==> config.mk <==
export PLATFORM = sky130hd
export DESIGN_NAME = lat_est
export DESIGN_NICKNAME = d
export VERILOG_FILES = /design/src/rtl/lat_pkg.sv /design/src/rtl/lat_tap_chain.sv /design/src/rtl/lat_tap_cmp.sv /design/src/rtl/lat_pick.sv /design/src/rtl/lat_est.sv
export SDC_FILE = /design/constraint.sdc
export NUM_CORES = 2
export LEC_CHECK = 0
export BUFFER_PORTS_ARGS = -buffer_cell sky130_fd_sc_hd__buf_2
export CAP_MARGIN = 40
export CORE_ASPECT_RATIO = 1.75
export CORE_MARGIN = 2
export CORE_UTILIZATION = 24
export DETAILED_ROUTE_END_ITERATION = 12
export HOLD_SLACK_MARGIN = 0.05
export PLACE_DENSITY = 0.47
export RECOVER_POWER = 50
export SKIP_LAST_GASP = 1
export SLEW_MARGIN = 20
export SYNTH_ARGS = -nofsm -noshare
export SYNTH_HDL_FRONTEND = slang
export SYNTH_HIERARCHICAL = 1
export SYNTH_SLANG_ARGS = --single-unit
==> constraint.sdc <==
create_clock -name clk -period 48.5 [get_ports clk]
set_input_delay 4.85 -clock clk [delete_from_list [all_inputs] [get_ports clk]]
set_output_delay 4.85 -clock clk [all_outputs]
set_load 0.01 [all_outputs]
==> src/rtl/lat_pkg.sv <==
package lat_pkg;
  // largest tolerance accepted, in LSB
  localparam logic [1:0] TOL_MAX = 2'd2;
  // bounds on the consecutive-match run
  localparam logic [2:0] RUN_MIN = 3'd2;
  localparam logic [2:0] RUN_MAX = 3'd4;

  typedef logic [2:0] run_t;

  function automatic logic [1:0] clamp_tol(input logic [1:0] t);
    return (t > TOL_MAX) ? TOL_MAX : t;
  endfunction

  function automatic run_t clamp_run(input run_t r);
    if (r < RUN_MIN) return RUN_MIN;
    if (r > RUN_MAX) return RUN_MAX;
    return r;
  endfunction
endpackage

==> src/rtl/lat_tap_chain.sv <==
module lat_tap_chain #(
  parameter int WIDTH   = 16,
  parameter int MAX_LAT = 15,
  parameter int SEL_W   = 4
) (
  input  logic                         clk,
  input  logic                         rst_n,
  input  logic                         shift_en,
  input  logic [WIDTH-1:0]             din,
  input  logic [SEL_W-1:0]             mon_sel,
  output logic [MAX_LAT:0][WIDTH-1:0]  taps,
  output logic [WIDTH-1:0]             mon_out
);
  localparam int NPAD = 2 ** SEL_W;

  logic [MAX_LAT:1][WIDTH-1:0] dly_q, dly_d;
  logic [NPAD-1:0][WIDTH-1:0]  tap_pad;

  assign taps[0] = din;

  for (genvar k = 1; k <= MAX_LAT; k++) begin : g_stage
    assign taps[k]  = dly_q[k];
    assign dly_d[k] = shift_en ? taps[k-1] : dly_q[k];
  end

  always_ff @(posedge clk or negedge rst_n) begin
    if (!rst_n) dly_q <= '0;
    else        dly_q <= dly_d;
  end

  // pad the tap set to the select range so a plain index suffices
  for (genvar j = 0; j < NPAD; j++) begin : g_pad
    if (j <= MAX_LAT) begin : g_real
      assign tap_pad[j] = taps[j];
    end else begin : g_zero
      assign tap_pad[j] = '0;
    end
  end

  assign mon_out = tap_pad[mon_sel];

  // one enabled shift moves the input into the first delayed stage
  a_r1_tap_shift: assert property (@(posedge clk) disable iff (!rst_n)
    shift_en |=> taps[1] == $past(din));

  // without an enable the deepest stage keeps its value
  a_r1_tap_hold: assert property (@(posedge clk) disable iff (!rst_n)
    !shift_en |=> $stable(taps[MAX_LAT]));
endmodule

==> src/rtl/lat_tap_cmp.sv <==
module lat_tap_cmp
  import lat_pkg::*;
#(
  parameter int WIDTH = 16,
  parameter int ACC_W = 24
) (
  input  logic             clk,
  input  logic             rst_n,
  input  logic             clr,
  input  logic             upd,
  input  logic             elig,
  input  logic [WIDTH-1:0] tap_val,
  input  logic [WIDTH-1:0] dut_val,
  input  logic [1:0]       tol_eff,
  input  run_t             run_eff,
  output logic             match_q,
  output logic             lock_q,
  output logic [ACC_W-1:0] acc_q
);
  localparam int DW = WIDTH + 1;

  logic signed [DW-1:0] dsub;
  logic [DW-1:0]        dmag;
  logic                 hit;
  logic [ACC_W:0]       acc_sum;
  run_t                 run_q, run_d, run_inc;
  logic                 match_d, lock_d;
  logic [ACC_W-1:0]     acc_d;

  always_comb begin
    dsub    = $signed({tap_val[WIDTH-1], tap_val}) - $signed({dut_val[WIDTH-1], dut_val});
    dmag    = dsub[DW-1] ? $unsigned(-dsub) : $unsigned(dsub);
    hit     = dmag <= {{(DW-2){1'b0}}, tol_eff};
    run_inc = (run_q >= RUN_MAX) ? RUN_MAX : run_q + 3'd1;
    acc_sum = {1'b0, acc_q} + {{(ACC_W+1-DW){1'b0}}, dmag};
  end

  always_comb begin
    match_d = match_q;
    lock_d  = lock_q;
    run_d   = run_q;
    acc_d   = acc_q;
    if (clr) begin
      match_d = 1'b0;
      lock_d  = 1'b0;
      run_d   = '0;
      acc_d   = '0;
    end else if (upd) begin
      if (elig) begin
        match_d = hit;
        run_d   = hit ? run_inc : '0;
        lock_d  = lock_q | (hit && (run_inc >= run_eff));
        acc_d   = acc_sum[ACC_W] ? {ACC_W{1'b1}} : acc_sum[ACC_W-1:0];
      end else begin
        match_d = 1'b0;
        run_d   = '0;
      end
    end
  end

  always_ff @(posedge clk or negedge rst_n) begin
    if (!rst_n) begin
      match_q <= 1'b0;
      lock_q  <= 1'b0;
      run_q   <= '0;
      acc_q   <= '0;
    end else begin
      match_q <= match_d;
      lock_q  <= lock_d;
      run_q   <= run_d;
      acc_q   <= acc_d;
    end
  end

  // a sum never drops during a window
  a_r6_acc_no_wrap: assert property (@(posedge clk) disable iff (!rst_n)
    (upd && !clr) |=> acc_q >= $past(acc_q));

  // an excluded tap reports no match and adds nothing
  a_r4_excluded_quiet: assert property (@(posedge clk) disable iff (!rst_n)
    (upd && !elig && !clr) |=> (!match_q && $stable(acc_q)));

  // a lock only appears on a sample that matched
  a_r5_lock_needs_hit: assert property (@(posedge clk) disable iff (!rst_n)
    $rose(lock_q) |-> match_q);

  // a lock holds until the next start
  a_r5_lock_sticky: assert property (@(posedge clk) disable iff (!rst_n)
    (lock_q && !clr) |=> lock_q);
endmodule

==> src/rtl/lat_pick.sv <==
module lat_pick #(
  parameter int NTAP  = 16,
  parameter int ACC_W = 24,
  parameter int SEL_W = 4
) (
  input  logic [NTAP-1:0][ACC_W-1:0] acc,
  output logic [SEL_W-1:0]           idx
);
  logic [ACC_W-1:0] best;

  // strict less-than keeps the lowest index on a tie
  always_comb begin
    best = acc[0];
    idx  = '0;
    for (int i = 1; i < NTAP; i++) begin
      if (acc[i] < best) begin
        best = acc[i];
        idx  = SEL_W'(i);
      end
    end
  end
endmodule

==> src/rtl/lat_est.sv <==
module lat_est
  import lat_pkg::*;
#(
  parameter int WIDTH   = 16,
  parameter int MAX_LAT = 15,
  parameter int WIN_W   = 16,
  parameter int ACC_W   = 24,
  localparam int NTAP   = MAX_LAT + 1,
  localparam int SEL_W  = (NTAP > 1) ? $clog2(NTAP) : 1
) (
  input  logic             clk,
  input  logic             rst_n,
  input  logic             start,
  input  logic             smp_en,
  input  logic [WIDTH-1:0] ref_smp,
  input  logic [WIDTH-1:0] dut_smp,
  input  logic [1:0]       cmp_tol,
  input  logic [2:0]       confirm_len,
  input  logic [WIN_W-1:0] win_len,
  input  logic [SEL_W-1:0] mon_sel,
  output logic [WIDTH-1:0] mon_out,
  output logic [NTAP-1:0]  tap_match,
  output logic [NTAP-1:0]  tap_lock,
  output logic [SEL_W-1:0] lat_out,
  output logic             lat_valid,
  output logic             no_lock
);
  localparam logic [SEL_W-1:0] FILL_TOP = SEL_W'(MAX_LAT);

  logic [MAX_LAT:0][WIDTH-1:0] taps;
  logic [NTAP-1:0][ACC_W-1:0]  acc_all;
  logic [NTAP-1:0]             elig;
  logic [SEL_W-1:0]            pick_idx;
  logic [1:0]                  tol_eff;
  run_t                        run_eff;
  logic                        upd;

  logic             active_q, active_d;
  logic [SEL_W-1:0] fill_q, fill_d;
  logic [WIN_W-1:0] win_cnt_q, win_cnt_d, win_eff;
  logic             finish_q, finish_d;
  logic [SEL_W-1:0] lat_q, lat_d;
  logic             valid_q, valid_d;
  logic             nl_q, nl_d;
  logic             last_smp;

  assign tol_eff = clamp_tol(cmp_tol);
  assign run_eff = clamp_run(confirm_len);
  assign upd     = active_q && smp_en && !start;

  lat_tap_chain #(.WIDTH(WIDTH), .MAX_LAT(MAX_LAT), .SEL_W(SEL_W)) u_chain (
    .clk      (clk),
    .rst_n    (rst_n),
    .shift_en (smp_en),
    .din      (ref_smp),
    .mon_sel  (mon_sel),
    .taps     (taps),
    .mon_out  (mon_out)
  );

  for (genvar k = 0; k < NTAP; k++) begin : g_tap
    if (k == 0) begin : g_first
      assign elig[k] = 1'b1;
    end else begin : g_later
      assign elig[k] = fill_q >= SEL_W'(k);
    end

    lat_tap_cmp #(.WIDTH(WIDTH), .ACC_W(ACC_W)) u_cmp (
      .clk     (clk),
      .rst_n   (rst_n),
      .clr     (start),
      .upd     (upd),
      .elig    (elig[k]),
      .tap_val (taps[k]),
      .dut_val (dut_smp),
      .tol_eff (tol_eff),
      .run_eff (run_eff),
      .match_q (tap_match[k]),
      .lock_q  (tap_lock[k]),
      .acc_q   (acc_all[k])
    );
  end

  lat_pick #(.NTAP(NTAP), .ACC_W(ACC_W), .SEL_W(SEL_W)) u_pick (
    .acc (acc_all),
    .idx (pick_idx)
  );

  assign win_eff  = (win_len == '0) ? WIN_W'(1) : win_len;
  assign last_smp = (win_cnt_q == (win_eff - WIN_W'(1)));

  always_comb begin
    active_d  = active_q;
    fill_d    = fill_q;
    win_cnt_d = win_cnt_q;
    finish_d  = 1'b0;
    valid_d   = 1'b0;
    lat_d     = lat_q;
    nl_d      = nl_q;
    if (finish_q) begin
      valid_d = 1'b1;
      lat_d   = pick_idx;
      nl_d    = ~|tap_lock;
    end
    if (start) begin
      active_d  = 1'b1;
      fill_d    = '0;
      win_cnt_d = '0;
    end else if (smp_en) begin
      if (fill_q != FILL_TOP) fill_d = fill_q + SEL_W'(1);
      if (active_q) begin
        win_cnt_d = win_cnt_q + WIN_W'(1);
        if (last_smp) begin
          active_d = 1'b0;
          finish_d = 1'b1;
        end
      end
    end
  end

  always_ff @(posedge clk or negedge rst_n) begin
    if (!rst_n) begin
      active_q  <= 1'b0;
      fill_q    <= '0;
      win_cnt_q <= '0;
      finish_q  <= 1'b0;
      lat_q     <= '0;
      valid_q   <= 1'b0;
      nl_q      <= 1'b0;
    end else begin
      active_q  <= active_d;
      fill_q    <= fill_d;
      win_cnt_q <= win_cnt_d;
      finish_q  <= finish_d;
      lat_q     <= lat_d;
      valid_q   <= valid_d;
      nl_q      <= nl_d;
    end
  end

  assign lat_out   = lat_q;
  assign lat_valid = valid_q;
  assign no_lock   = nl_q;

  // independent check of the picked tap against every sum
  logic pick_ok;
  always_comb begin
    pick_ok = 1'b1;
    for (int i = 0; i < NTAP; i++) begin
      if (acc_all[i] < acc_all[pick_idx]) pick_ok = 1'b0;
      if ((SEL_W'(i) < pick_idx) && (acc_all[i] == acc_all[pick_idx])) pick_ok = 1'b0;
    end
  end

  // the result is a minimum, and the lowest such index
  a_r9_lowest_min: assert property (@(posedge clk) disable iff (!rst_n)
    finish_q |-> pick_ok);

  // the valid pulse lasts one cycle
  a_r8_valid_pulse: assert property (@(posedge clk) disable iff (!rst_n)
    lat_valid |=> !lat_valid);

  // the result moves only with the valid pulse
  a_r8_result_only_on_valid: assert property (@(posedge clk) disable iff (!rst_n)
    !$stable(lat_out) |-> lat_valid);

  // the no-lock flag moves only with the valid pulse
  a_r10_nolock_only_on_valid: assert property (@(posedge clk) disable iff (!rst_n)
    !$stable(no_lock) |-> lat_valid);
endmodule

* Word-level counts from Yosys, hierarchy flattened
Cells that the tools add are included.
W data, S select, Z words.
** Storage, ports and cells
- Register bits after elaboration :: 732
- Bits of input ports :: 61
- Output and inout port bits :: 54
- Word-level logic and storage cells :: 618
** Operators by class
- $add $sub $neg :: 67
- Magnitude comparators :: 82
- Equality and inequality tests :: 2
- Mux-type cells :: 307
- Bitwise gates (word level) :: 16
- Reduce and logical (&&, ||, !) cells :: 58
** Operators with widths (number)
- $mux W24 :: 77
- $add A24 B17 Y25 :: 16
- $lt A24 B24 Y1 :: 15
- $le A17 B2 Y1 :: 16
- $mux W17 :: 16
- $neg A17 Y17 :: 16
- $sub A16 B16 Y17 :: 16
- $mux W3 :: 87
- $mux W1 :: 107
- $mux W16 :: 5
- $bmux W16 S4 :: 1
- $add A3 B1 Y3 const B :: 16
- $ge A3 B3 Y1 :: 16
- $ge A3 B3 Y1 const B :: 16
- $mux W4 :: 11
- $reduce_bool A2 Y1 :: 19
- $reduce_and A2 Y1 :: 17
- $ge A4 B4 Y1 const B :: 8
- $logic_and A1 B1 Y1 :: 18
- $add A16 B1 Y16 const B :: 1
- $eq A16 B16 Y1 :: 1
- $ge A4 B3 Y1 const B :: 4
- $logic_not A16 Y1 :: 1
- $or A1 B1 Y1 :: 16
- 12 further kinds :: 16

* Longest topological paths before layout
- Depth after elaboration :: 30
- Mapped depth :: 227
- Depth with buffers taken out :: 208

* By module
Netlist, hierarchy kept.
** By module, submodules not included
- lat_tap_cmp (g_tap[0].u_cmp ...) :: times used 11, cells each 492, area each 3836.2 um^2, sequential area each 725.7 um^2
- lat_pick :: times used 1, cells each 1967, area each 13745.7 um^2, sequential area each 0.0 um^2
- lat_tap_chain :: times used 1, cells each 660, area each 10930.5 um^2, sequential area each 6005.8 um^2
- lat_tap_cmp (g_tap[10].u_cmp ...) :: times used 2, cells each 463, area each 3841.2 um^2, sequential area each 725.7 um^2
- lat_tap_cmp (g_tap[9].u_cmp) :: times used 1, cells each 524, area each 4162.7 um^2, sequential area each 725.7 um^2
- lat_tap_cmp (g_tap[12].u_cmp) :: times used 1, cells each 481, area each 3807.4 um^2, sequential area each 725.7 um^2
- lat_tap_cmp (g_tap[8].u_cmp) :: times used 1, cells each 487, area each 3797.4 um^2, sequential area each 725.7 um^2
- lat_est :: times used 1, cells each 242, area each 2074.5 um^2, sequential area each 700.7 um^2

* Worst setup path after synthesis
OpenSTA, ideal clock, no wires.
- Path type :: reg-to-reg
- Start point :: reg g_tap[0].u_cmp.acc_q[21]
- End point :: reg lat_q[3] (netlist: lat_out[3])
- Setup time :: 125 ps
- Data arrival time :: 37449 ps
- Required time :: 48375 ps
- Setup slack :: 10926 ps
- Stages on the path, launching flop included :: 217
- Buffers on the path :: 22
- Clock period less this slack :: 37574 ps
- Cells stage by stage :: dfrtp_1 inv_1 ha_1 a21o_1 a21oi_1 nor2b_1 a311o_1 nor2_1 clkbuf_1 nor2_1 a21oi_1 ha_1 a21oi_1 o21ai_0 a221oi_1 a21oi_1 a21oi_1 a31oi_2 [181 not listed] nand2_1 buf_2 o31ai_1 ha_1 a21oi_1 nor2b_1 o21ai_0 nand2b_1 a21oi_1 nor2b_1 o21ai_0 nand2b_1 a21oi_1 a211oi_1 inv_1 o31ai_1 or4b_1 mux2_2
** Between the ends
- Word-level cells in the longest chain between the ends :: 30
- Elaborated cells on any way between the ends :: 37
- Those cells by class :: order compare (15); mux (22)
** RTL lines
- from (decl) :: RTL line lat_tap_cmp.sv:18 : output logic [ACC_W-1:0] acc_q
- from (signal assigned) :: RTL line lat_tap_cmp.sv:66 : acc_q <= '0;
- from (signal assigned) :: RTL line lat_tap_cmp.sv:71 : acc_q <= acc_d;
- $lt A24 B24 Y1 :: RTL line lat_pick.sv:16 : if (acc[i] < best) begin
- $mux W24 (*) :: RTL line lat_pick.sv:16
- $lt A24 B24 Y1 :: RTL line lat_pick.sv:16
- $mux W24 (*) :: RTL line lat_pick.sv:16
- $lt A24 B24 Y1 :: RTL line lat_pick.sv:16
- $mux W24 (*) :: RTL line lat_pick.sv:16
- $lt A24 B24 Y1 :: RTL line lat_pick.sv:16
- $mux W24 (*) :: RTL line lat_pick.sv:16
- [15 not listed]
- $mux W24 :: RTL line lat_pick.sv:16
- $lt A24 B24 Y1 :: RTL line lat_pick.sv:16
- $mux W24 :: RTL line lat_pick.sv:16
- $lt A24 B24 Y1 :: RTL line lat_pick.sv:16
- $mux W24 :: RTL line lat_pick.sv:16
- $lt A24 B24 Y1 :: RTL line lat_pick.sv:16
- $mux W4 (*) :: RTL line lat_pick.sv:16
- net pick_idx[3] :: RTL line lat_est.sv:33 : logic [SEL_W-1:0] pick_idx;
- to (signal assigned) :: RTL line lat_est.sv:135 : lat_q <= lat_d;
- to (decl) :: RTL line lat_est.sv:42 : logic [SEL_W-1:0] lat_q, lat_d;
Mark *: on every way through the listed nets, which the timed path passes. The rest lies on a longest branch.
A chain may end at the register's enable or synchronous reset.

* Final worst setup path
Ends and elaborated chain as after synthesis.

==> flow_summary.toml <==
[route]
vias = 81828
drt-total-wl_mm = 392
vias_per_cell = 5.24
drt-pass1-iter-count = 6
antenna_left = 0
drc = 0
wl_per_cell_um = 25.1
drt_iter0_drc = 4592

[timing]
rsz0062_at_grt = "false"
fmax_mhz = 22.4
clock_skew_ns = 0.0332
setup-tns-final_ns = 0
slew_viol_final = 734
finalSetupViolations = 0
relSlewSlack = -5.74
finalWorstPathRequiredPeriod_ns = 44.61
hold_viol = 0
min_period_over_period = 0.920
worst_slack_ns = 3.89
tightest_slew_ns = 10.11

[grt]
use_met2 = 0.383
grtUsageTotal = 0.204
gr-usage-met1 = 0.187
overflow = 0
gr-max-usage-layer = "met2"
grt_pass1_vias = 82245
grt_pass1_wl_mm = 563
met3_usage = 0.0246
grt_max_degree = 175
antenna_found_initial = 33

[critical_path]
worstSetupEndpointType = "register"
crit_path_max_incr_delay_ns = 0.69
worstPathArrival_ns = 45.25
critPathLaunchType = "register"
required_ns = 49.13
path_max_fanout = 51
cpMostUsedCell = "a21oi_1"
reg2reg_from = "g_tap[0].u_cmp/acc_q[21]"
rr_worst_depth = 183
slowest_stage = "nor4_1"
crit_start = "g_tap[0].u_cmp/acc_q[21]"
path_class = "reg -> reg"

[synthesis]
synth-async-reset-ratio = 1.00
synth_seq_cells = 732
synth_edf_count = 0
syn_area_per_cell_um2 = 8.26
synthTopCellsByCount = "1027 x ha_1, 958 x nor2_1, 850 x inv_1, 762 x a21oi_1, 732 x dfrtp_1"
seq_area_frac_synth = 0.207
synthCells = 10699
yosysUniqueCellTypes = 157
synth_warnings = 6
synth_top_area_share = 0.207
synthFlopType = "dfrtp_1"
syn_area_mm2 = 0.0884
netlist.top_cell.by_area = "dfrtp_1"
synth.most_common_cell = "ha_1"
synthTopCellsByArea = "dfrtp_1 21%, ha_1 15%, xnor2_1 4.6%"

[cells_and_area]
final_nets = 11776
drive_above_1_share = 0.102
syn_to_final_growth_pct = 10.5

[cts]
ctsLongestPathBuffers = 3
cts_made_buffers = 90
hold_buffers = 0
clk_pin_slew_ns = 0.07
cts_setup_buffers = 0
cts.sinks = 732
cts_tree = "built"
cts_root_buf = "clkbuf_16"
insertion_delay_ns = 0.78
cts-resized-gates = 0
cts_max_level = 3

[placed_design]
gp_congestion = 0.977
io_buffers = 114
dpl_worst_slack_ns = 4.73
dp_hpwl_mm = 313

[hold_path]
hold_path_startpoint = "g_tap[8].u_cmp/match_q"
min_delay_path_depth = 1
hold_path_class = "reg -> reg"

[outcome]
status = "finished with violations"
violations = "capacitance limit, slew limit"

[die]
dieHeight_um = 807
die_area_mm2 = 0.373
ios = 115
rows = 294
start_util = 0.241
design.core.area_mm2 = 0.366
die_w_um = 463

[job]
cap_violations = 10
==> path summary, 6_finish.rpt <==
| check | slack (ns) | endpoint |
|---|---|---|
| setup reg to reg | 3.89 | lat_out[3] |
| min in group asynchronous | 5.82 | g_tap[10].u_cmp/acc_q[9] |
| setup / recovery | 3.89 | lat_out[3] |
| hold / removal | 0.49 | g_tap[8].u_cmp/match_q |
| hold reg to reg | 0.49 | g_tap[8].u_cmp/match_q |
| max in group asynchronous | 33.68 | g_tap[3].u_cmp/acc_q[14] |
==> layout by cell type, fill, tap and decap left out, types with 118 or more instances in the layout <==
master / instances
ha_1: 1027
nor2_1: 956
inv_1: 849
a21oi_1: 762
dfrtp_1: 732
o21ai_0: 641
nand2_1: 629
xnor2_1: 460
mux2_2: 297
a21o_1: 295
nand3_1: 252
xor2_1: 211
nor3_1: 183
mux2i_1: 177
nand2b_1: 171
a31oi_1: 167
a211oi_1: 167
nor2b_1: 156
nand4_1: 148
and3_1: 132
o211ai_1: 119
o21a_1: 118
==> layout make-up <==
| cell class | instances | area (µm²) |
|---|---|---|
| fill | 40109 | 269000 |
| multi-input combinational | 8721 | 65100 |
| sequential | 732 | 18300 |
| tap | 4884 | 6110 |
| inverter | 851 | 3190 |
| clock buffer | 123 | 2520 |
| timing repair buffer | 260 | 1950 |
| clock inverter | 40 | 470 |
| antenna | 10 | 25.0 |
==> routing by layer <==
metal,vias to the layer above,part of all wire,wire (µm)
li1,39131,-,-
met1,39818,0.33,130000
met2,1917,0.52,203000
met3,948,0.034,13500
met4,14,0.12,46000
met5,-,0.00023,91
==> per-stage QoR <==
step,hold slack [ns],std cells,instance area [µm²],utilization
after global placement,0.490,15397,94100,0.257
after floorplan,0.465,10700,88400,-
after detailed placement,0.482,15438,94700,0.259
after global routing,0.513,15613,97700,0.267
final,0.487,15621,97700,0.267
after CTS,0.499,15601,97700,0.267
==> logic make-up (layout without fill, tap and decap cells) <==
logic type               count (synthesis)  after routing  synth area share
buffers and inverters                 1247           1274            0.0568
adder cells (fa/ha/maj)               1063           1063             0.153
AND/OR/NAND/NOR                       3244           3244             0.193
AO/OA/AOI/OAI                         3168           3168             0.242
flip-flops                             732            732             0.207
XOR/XNOR                               704            704            0.0727
other                                    1             12         0.0000424
multiplexers                           540            540            0.0750
==> state kept, by name, summed over array words and instances (netlist names) <==
register             count
no_lock                  1
lat_valid                1
u_chain/taps           240
active_q                 1
fill_q                   4
g_tap.u_cmp/lock_q      16
win_cnt_q               16
g_tap.u_cmp/match_q     16
finish_q                 1
g_tap.u_cmp/acc_q      384
lat_out                  4
g_tap.u_cmp/run_q       48
==> worst max-delay path: cells and delay by family (launching register included) <==
family / cells / cell delay [ns]
adders and majority gates: 15 / 4.48
buffers and inverters: 25 / 5.86
and+or+nand+nor: 60 / 12.23
muxes: 7 / 2.75
AOI/OAI and AO/OA: 76 / 18.57
DFF: 1 / 0.46
Power is not shown: default switching activity piles up to over one toggle a cycle in this logic, so the estimate is an artifact.
